File: config.mk
export PLATFORM = sky130hd
export DESIGN_NAME = prio_irq_ctrl
export DESIGN_NICKNAME = d
export VERILOG_FILES = /design/src/rtl/prio_irq_ctrl.sv
export SDC_FILE = /design/constraint.sdc
export NUM_CORES = 1
export LEC_CHECK = 0
export BUFFER_PORTS_ARGS = -buffer_cell sky130_fd_sc_hd__buf_2
export CAP_MARGIN = 10
export CORE_MARGIN = 2
export CORE_UTILIZATION = 38
export CTS_CLUSTER_SIZE = 8
export DETAILED_ROUTE_END_ITERATION = 10
export PLACE_DENSITY = 0.72
export SKIP_CTS_REPAIR_TIMING = 1
export SLEW_MARGIN = 20
export SYNTH_ARGS = -nofsm -noshare
export SYNTH_HDL_FRONTEND = slang
export SYNTH_SLANG_ARGS = --single-unit
export TNS_END_PERCENT = 1
File: constraint.sdc
create_clock -name clk -period 1.15 [get_ports clk]
set_clock_uncertainty 0.2 [all_clocks]
set_input_delay 0.2875 -clock clk [delete_from_list [all_inputs] [get_ports clk]]
set_output_delay 0.2875 -clock clk [all_outputs]
set_load 0.005 [all_outputs]
File: src/rtl/prio_irq_ctrl.sv
module prio_irq_ctrl #(
  parameter int VW = 16,
  parameter logic [VW-1:0] VEC_NMI = 16'h0024,
  parameter logic [VW-1:0] VEC_HI  = 16'h003C,
  parameter logic [VW-1:0] VEC_MID = 16'h0034,
  parameter logic [VW-1:0] VEC_LO  = 16'h002C
) (
  input  logic          clk,
  input  logic          rst_n,
  input  logic          sample_i,
  input  logic          mask_we_i,
  input  logic [2:0]    mask_wdata_i,
  input  logic          en_set_i,
  input  logic          en_clr_i,
  input  logic          nmi_i,
  input  logic          rq_hi_i,
  input  logic          rq_mid_i,
  input  logic          rq_lo_i,
  input  logic          gen_rq_i,
  output logic          irq_valid_o,
  output logic [VW-1:0] irq_vec_o,
  output logic [4:0]    irq_ack_o
);

  logic          ie_q, nmi_q, nmi_pend_q;
  logic [2:0]    mask_q;
  logic          nmi_rise, nmi_hit, gen_hit;
  logic [2:0]    lvl_hit;
  logic [4:0]    grant;
  logic [VW-1:0] grant_vec;
  logic          take_mask;

  assign nmi_rise  = nmi_i & ~nmi_q;
  assign nmi_hit   = (nmi_pend_q | nmi_rise) & nmi_i;
  assign lvl_hit   = {rq_hi_i, rq_mid_i, rq_lo_i} & ~mask_q & {3{ie_q}};
  assign gen_hit   = gen_rq_i & ie_q;

  always_comb begin
    grant     = '0;
    grant_vec = '0;
    if (nmi_hit)         begin grant = 5'b10000; grant_vec = VEC_NMI; end
    else if (lvl_hit[2]) begin grant = 5'b01000; grant_vec = VEC_HI;  end
    else if (lvl_hit[1]) begin grant = 5'b00100; grant_vec = VEC_MID; end
    else if (lvl_hit[0]) begin grant = 5'b00010; grant_vec = VEC_LO;  end
    else if (gen_hit)    begin grant = 5'b00001; end
  end

  assign take_mask = sample_i & (|grant[3:0]);

  always_ff @(posedge clk) begin
    if (!rst_n) begin
      ie_q        <= 1'b0;
      mask_q      <= 3'b111;
      nmi_q       <= 1'b0;
      nmi_pend_q  <= 1'b0;
      irq_valid_o <= 1'b0;
      irq_vec_o   <= '0;
      irq_ack_o   <= '0;
    end else begin
      nmi_q <= nmi_i;
      if (sample_i)      nmi_pend_q <= 1'b0;
      else if (nmi_rise) nmi_pend_q <= 1'b1;
      if (mask_we_i) mask_q <= mask_wdata_i;
      if (en_clr_i || take_mask) ie_q <= 1'b0;
      else if (en_set_i)         ie_q <= 1'b1;
      irq_valid_o <= sample_i & (|grant);
      irq_ack_o   <= sample_i ? grant : 5'b0;
      irq_vec_o   <= sample_i ? grant_vec : '0;
    end
  end

  a_r2_only_after_sample: assert property (@(posedge clk) disable iff (!rst_n)
    irq_valid_o |-> $past(sample_i));
  a_r3_ack_onehot: assert property (@(posedge clk) disable iff (!rst_n)
    $onehot0(irq_ack_o));
  a_r3_valid_tracks_ack: assert property (@(posedge clk) disable iff (!rst_n)
    irq_valid_o == (irq_ack_o != 5'b0));
  a_r4_vec_hi: assert property (@(posedge clk) disable iff (!rst_n)
    irq_ack_o[3] |-> irq_vec_o == VEC_HI);
  a_r5_gen_no_vec: assert property (@(posedge clk) disable iff (!rst_n)
    irq_ack_o[0] |-> irq_vec_o == '0);
  a_r7_nmi_level: assert property (@(posedge clk) disable iff (!rst_n)
    irq_ack_o[4] |-> $past(nmi_i));
  a_r8_hi_unmasked: assert property (@(posedge clk) disable iff (!rst_n)
    irq_ack_o[3] |-> !$past(mask_q[2]));
  a_r9_enable_dropped: assert property (@(posedge clk) disable iff (!rst_n)
    (|irq_ack_o[3:0]) |-> !ie_q);

endmodule

==> metrics list, run 1 <==
- The clock drives 15 sinks.
- Post-synthesis instance area: 674.4 sq um
- Number of global-route vias before repair: 426
- Synth top cells by count: sky130_fd_sc_hd__dfxtp_1 (15), sky130_fd_sc_hd__buf_4 (13), sky130_fd_sc_hd__nand2_1 (4)
- The core region is 1689 sq um.
* FF+latch count, synth: 15
- Count of unique library cells instantiated by Yosys: 26
* Number of remaining DRC errors: 0
* Sequential area share after synthesis: 44.53%
- Most common cell in the synthesized netlist: sky130_fd_sc_hd__dfxtp_1
- Starting Density: 39.93%
- Clock tree synthesis selected as its root buffer the cell sky130_fd_sc_hd__clkbuf_4.
- Final total power: 972.1 uW
* Final hold vios: 1
- CTS built an H-tree with a depth of 1.
- Total number of vias: 517
* Maximum clock rate: 830.2 MHz
- Routability congestion estimate from global placement: 0.6805
- Horizontal extent of the die: 46.13 microns
- Maximum number of pins on one net before global-route repair: 9
- Counting both buffers and inverters, the worst setup path holds a total of 1.
- The analysis attributes to net switching a power of 233.9 uW.
- Setup CP Type: register to primary output
- The first global-routing pass estimated 1773 microns of wire.
* Placed wire-length estimate: 899.3 microns
- Cell class contributing the biggest share of worst-path delay: flip-flops
- Critical path peak fanout: 2
* Proportion of register bits with asynchronous set or reset after synthesis: 0%
- Dpl cell area: 803.3 sq um
* Final layout net count: 112
- Highest cell delay on the worst timing path: 0.32 ns
- Overall routed net length: 1097 microns
- Worst Hold Margin: -0.001793 ns
- Slowest-stage cell, CP: sky130_fd_sc_hd__dfxtp_2
- The path class of the tightest hold or removal check is input port to register.
- Input and output buffers added on the ports amount to 23.
- Clock slew at the register clock pins of the worst setup and hold paths: 0.08 ns
- The share of total power dissipated in combinational logic is 12.8%.
- In the post-route analysis, the smallest setup slack over all paths is -0.05447 ns.
- Violated checks: negative hold slack, negative setup slack
* Critical path, cell by cell: buf_2
- Top cell type's share of synthesized area: 44.53%
* Share of cell area taken by muxes after synthesis: 4.453%
- For this run, the total global-route usage over all layers was measured as 12.42%.
* Antenna fix cells: 0
* Setup slack after placement: -0.1820 ns
- Seq pwr share: 56.6%
* Final setup fails: 12
* Syn_area_per_cell: 10.07 sq um
- Clk_lat worst skew: 0.28 ns
- Setup TNS: -0.4304 ns
* Switching part of the total: 24.06%
- Most area-consuming cells after synthesis: sky130_fd_sc_hd__dfxtp_1 (45%), sky130_fd_sc_hd__buf_4 (14%), sky130_fd_sc_hd__mux2i_1 (4.5%)
- Setup repair after global routing could not meet its margin everywhere.
- Max-cap violations in this run came to 0.
- In the routed layout, each cell is associated on average with a via count of 4.535.
- IO Count: 36
- The synthesized netlist devotes 14.10% of its cell area to compound gates.
- Final count of pins violating max slew: 0
- Arrival time of the worst setup path: 0.72 ns
- Once layout is done, the placed cells without fillers occupy 862.1 sq um.
- The number of clock buffers added by TritonCTS is 3.
- Relative to the synthesized area, the layout overhead comes to 27.83%.
* Residual overflow from global routing: 0
- Cells with a size suffix above 1 make up 45.36% of the layout.
- Yosys mapped a number of flops with a built-in enable equal to 0.
- FILL cells: 169
* Run status: finished, violations left
- Category of the worst setup path launch point: register
* Number of instances in the synthesized netlist: 67
- Post-synthesis simple-gate area fraction: 20.04%
* ANT nets after route: 0
* Detailed-route wire length per cell: 9.623 microns
- The detailed router finished its first iteration with 0 violations.
* Rows: 15
- Combinational family with the most area after synthesis: simple AND/OR/NAND/NOR gates
* Internal: 738.2 uW
* Xor and xnor fraction of the mapped netlist area: 0%
- Top cell type by total area after synthesis: sky130_fd_sc_hd__dfxtp_1
- STA puts the critical path data required time at 0.66 ns.
- TritonCTS built the clock tree.
- Ys Warns: 0
* Die outline area: 2128 sq um
* Final period util: 104.7%
* Critical path capture point type: primary output
* Antenna violations before repair: 0
- Subtracting the final worst setup slack from the clock period gives 1.204 ns.
- The clock network accounts for 30.6% of the total power.
* Share of the core filled with cells in the final layout: 51.04%
* Maximum count of clock buffers along a single path: 2
* Areal power density over the cells: 1128 nW/um^2
- Summing the areas of all fa, ha and maj instances in the mapped netlist gives 0% of the synthesized area.
- Measured along the y axis, the die boundary spans 46.13 microns.
- Largest voltage drop on the vdd net: 0.0005026 V
- Reported leakage power: 0.0004340 uW
- For this run, the detailed router's first-pass iteration total came to 1.
* Commonest register cell after synthesis: sky130_fd_sc_hd__dfxtp_1
==> power groups by stage <==
stage | registers [uW] | clock network [uW] | logic, uW
after floorplan | 557 | 0 | 92.7
after global placement | 561 | 0 | 114
after detailed placement | 561 | 0 | 117
after CTS | 549 | 309 | 117
after global routing | 554 | 333 | 139
final | 550 | 297 | 125
==> cells in the final DEF (no fill, tap or decap), drive strengths merged <==
cell / synthesis / final
a31oi: 1 / 1
o41ai: 1 / 1
inv: 2 / 2
a21oi: 2 / 2
nor3b: 1 / 1
mux2i: 3 / 3
or2b: 1 / 1
o31ai: 1 / 1
o21ba: 1 / 1
nand2b: 1 / 1
o21ai: 3 / 3
and4b: 1 / 1
nor2: 1 / 1
and3: 2 / 2
nand2: 5 / 5
and4: 2 / 2
conb: 1 / 12
buf: 14 / 29
dfxtp: 15 / 15
clkbuf: 0 / 4
o21a: 1 / 1
nor2b: 5 / 5
and2: 2 / 2
o221a: 1 / 1
==> metrics by stage <==
step | hold WS (ns) | std cells
after floorplan | 0.1494 | 78
final | -0.001793 | 114
after global routing | 0.01123 | 114
after CTS | -0.007694 | 114
after detailed placement | 0.3010 | 110
after global placement | 0.2907 | 110
==> layout make-up <==
type	instances	area, sq um	area share (%)
inverters	2	7.507	0.8708
repair buffers	29	163.9	19.01
multi-input cells	47	335.3	38.90
clock buffers	4	26.28	3.048
flip-flops and latches	15	307.8	35.70
well taps	17	21.27	2.467
==> path summary, 6_finish.rpt <==
kind                startpoint           end  slack (ns)  depth (start not counted)
hold / removal        sample_i    nmi_pend_q      -0.002                          2
setup / recovery  irq_vec_o[2]  irq_vec_o[5]       -0.05                          1
setup reg to reg     mask_q[0]          ie_q       -0.03                          3
hold reg to reg      mask_q[2]     mask_q[2]        0.31                          2
==> logic make-up after synthesis <==
logic type / Yosys count
AND/OR/NAND/NOR: 21
other: 1
AO/OA/AOI/OAI: 11
buffers and inverters: 16
multiplexers: 3
flip-flops: 15
==> registers in the layout (all words and copies together) (netlist names) <==
signal,flops
irq_vec_o,3
irq_ack_o,5
nmi_q,1
ie_q,1
irq_valid_o,1
mask_q,3
nmi_pend_q,1
==> routing by layer <==
layer | track usage (%) | share of wire, %
met2 | 18.33 | 46
met4 | 10.29 | 3.6
met5 | 0 | 0
met3 | 4.314 | 9.8
met1 | 14.22 | 41
Power figures use the tool's default switching activity.
==> inputs of run 2 (changes only) <==
CORE_UTILIZATION = 40   (was 38)
HOLD_SLACK_MARGIN = 0.05   (was not set)
PLACE_DENSITY = 0.79   (was 0.72)
clock period = 1.2 ns   (was 1.15 ns; I/O delays follow)
==> metrics list, run 2 (synthesized netlist as in run 1, its figures left out) <==
- Run status: finished, violations left (unchanged).
* Violated checks: negative setup slack (was negative hold slack, negative setup slack)
* Most common cell after layout, fill and taps aside: sky130_fd_sc_hd__buf_2 (unchanged)
* Antenna fix cells: 0 (unchanged)
- Share of layout cells above drive strength 1: 41.41% (was 45.36%)
* Core area: 1541 sq um (was 1689 sq um)
- Crit path buffers/inverters: 1 (unchanged)
- Number of detailed-route iterations in the first pass: 4 (was 1)
- Die outline area: 2030 sq um (was 2128 sq um)
* Residual overflow from global routing: 0 (unchanged)
- The largest fanout on the critical path came to 2 (unchanged).
* Number of global-route vias before repair: 411 (was 426)
* Capture instance of the worst register-to-register path: ie_q (unchanged)
* Final layout net count: 114 (was 112)
* Largest reg by FF count: irq_ack_o (unchanged)
- Worst Hold Margin: 0.07806 ns (was -0.001793 ns)
* Final setup fails: 2 (was 12)
- The type of the most critical hold path is input port to register (unchanged).
* Setup repair after global routing missed its margin: yes (unchanged)
* # Max-Cap Violations: 0 (unchanged)
- The critical path start-end classification is register to primary output (unchanged).
* Destination of the worst hold path: ie_q (was nmi_pend_q)
- The die height was 45.06 microns (was 46.13 microns).
* Clk_lat worst skew: 0.28 ns (about the same)
- Root buf cell: sky130_fd_sc_hd__clkbuf_4 (unchanged)
- The final routed DRC violation total came to 0 (unchanged).
- The power per cell area is 1072 nW/um^2 (was 1128 nW/um^2).
- Input/output buffers: 23 (unchanged)
* Highest cell delay on the worst timing path: 0.32 ns (about the same)
- The number of max-slew violations in the final report came to 0 (unchanged).
- Maximum clock rate: 823.1 MHz
- Worst Path Required: 0.70 ns (was 0.66 ns)
* Critical path, cell by cell: buf_2 (unchanged)
* Global router's overall resource usage: 11.48% (was 12.42%)
- The vias after detailed routing is 519 (was 517).
* TritonCTS clock tree: done (unchanged)
- The relative area change from synthesis to final layout is 27.83% (unchanged).
- Worst-case register-to-register setup slack: 0.02 ns (was -0.03 ns)
- IO Count: 36 (unchanged)
- The number of design-rule violations left by the first detailed-router iteration came to 6 (was 0).
* Cell class contributing the biggest share of worst-path delay: flip-flops (unchanged)
* R2R Path Start: mask_q[0] (unchanged)
- The initial antenna violation count is 0 (unchanged).
- Routability congestion estimate from global placement: 0.7456 (was 0.6805)
* Combinational group share of total power: 12.9% (was 12.8%)
* Beginning of the worst hold path: en_clr_i (was sample_i)
- Horizontal extent of the die: 45.06 microns (was 46.13 microns)
- The post-DP HPWL was 922.6 microns (was 899.3 microns).
- Clock slew at the register clock pins of the worst setup and hold paths: 0.09 ns (was 0.08 ns)
* Wire length of the first global-routing pass: 1649 microns (was 1773 microns)
- Number of cells on the critical path: 1 (unchanged)
- Final period demand of the worst path: 1.215 ns
* Reported leakage power: 0.0004333 uW (was 0.0004340 uW)
- Slowest-stage cell, CP: sky130_fd_sc_hd__dfxtp_2 (unchanged)
- Largest registers: irq_ack_o: 5 flops, irq_vec_o: 3 flops, mask_q: 3 flops (unchanged).
- ANT nets after route: 0 (unchanged)
- The nature of the critical path startpoint was a register (unchanged).
- Setup slack after placement: -0.1425 ns (was -0.1820 ns)
* Critical path capture point type: primary output (unchanged)
- The starting utilization of the core area was 43.75% (was 39.93%).
- The share of power burned in the clock network was 30.0% (was 30.6%).
* Final period util: 101.2%
- Switching power: 214.5 uW (was 233.9 uW)
- The flip-flop count of the largest register, all copies and words added was 5 (unchanged).
- Crit path setup slack, layout: -0.01497 ns (was -0.05447 ns)
- Maximum number of pins on one net before global-route repair: 9 (unchanged)
- The final hold violation count came to 0 (was 1).
* Overall routed net length: 1136 microns (was 1097 microns)
- The average wire per standard cell came to 9.878 microns (was 9.623 microns).
- Rows: 14 (was 15)
* Most frequent cells in the layout: sky130_fd_sc_hd__buf_2 (23), sky130_fd_sc_hd__conb_1 (12), sky130_fd_sc_hd__dfxtp_1 (11) (unchanged)
- Switching part of the total: 23.21% (was 24.06%)
- The count of cells along the worst hold path is 3 (was 2).
- Maximum count of clock buffers along a single path: 2 (unchanged)
- Via density per instance: 4.513 (was 4.535)
- Largest voltage drop on the vdd net: 0.0005741 V (was 0.0005026 V)
- The CTS H-tree depth was 1 (unchanged).
- The data arrival time of the critical path came to 0.71 ns (was 0.72 ns).
- The internal power of the cells is 709.5 uW (was 738.2 uW).
- Seq pwr share: 57.1% (was 56.6%)
- The number of sinks on the clock net was 15 (unchanged).
* Cells on worst reg2reg path: 3 (unchanged)
- Inserted Clock Buffers: 3 (unchanged)
==> run 2: how the worst max path moves through the flow <==
stage / startpoint / endpoint
global route: mask_q[0] / ie_q
floorplan: rq_lo_i / ie_q
global placement: rq_lo_i / ie_q
detailed placement: rq_lo_i / ie_q
CTS: mask_q[0] / ie_q
finish: irq_vec_o[2] / irq_vec_o[2]
==> run 2: layer usage <==
| layer | GRT usage (%) | wire length, microns |
|---|---|---|
| met1 | 11.84 | 478 |
| met3 | 3.600 | 104 |
| met4 | 5.294 | 0 |
| met5 | 0 | 0 |
| met2 | 20.86 | 553 |
==> run 2: cell type report <==
| type | count | area (sq um) |
|---|---|---|
| fill | 155 | 679.4 |
| multi-input combinational | 47 | 317.8 |
| sequential | 15 | 305.3 |
| timing repair buffer | 31 | 185.2 |
| clock buffer | 4 | 26.28 |
| tap | 16 | 20.02 |
| inverter | 2 | 7.507 |
==> run 2: power by group through the flow <==
stage          registers [uW]  logic, uW  clock network [uW]
5_1_grt                   530        132                 308
6_report                  528        119                 277
2_1_floorplan             532       87.3                   0
3_5_place_dp              536        105                   0
4_1_cts                   524        105                 293
3_3_place_gp              535        103                   0
==> run 2: metrics by stage <==
stage	utilization, %	TNS [ns]	area (sq um)	cells	total power [uW]
after CTS	52.19	-0.1962	804.5	111	923.3
after global routing	55.93	-0.3509	862.1	115	970.5
after floorplan	-	0	715.7	78	619.6
after detailed placement	50.49	-0.6414	778.2	107	641.2
after global placement	50.49	-0.5259	778.2	107	638.1
final	55.93	-0.02939	862.1	115	923.9
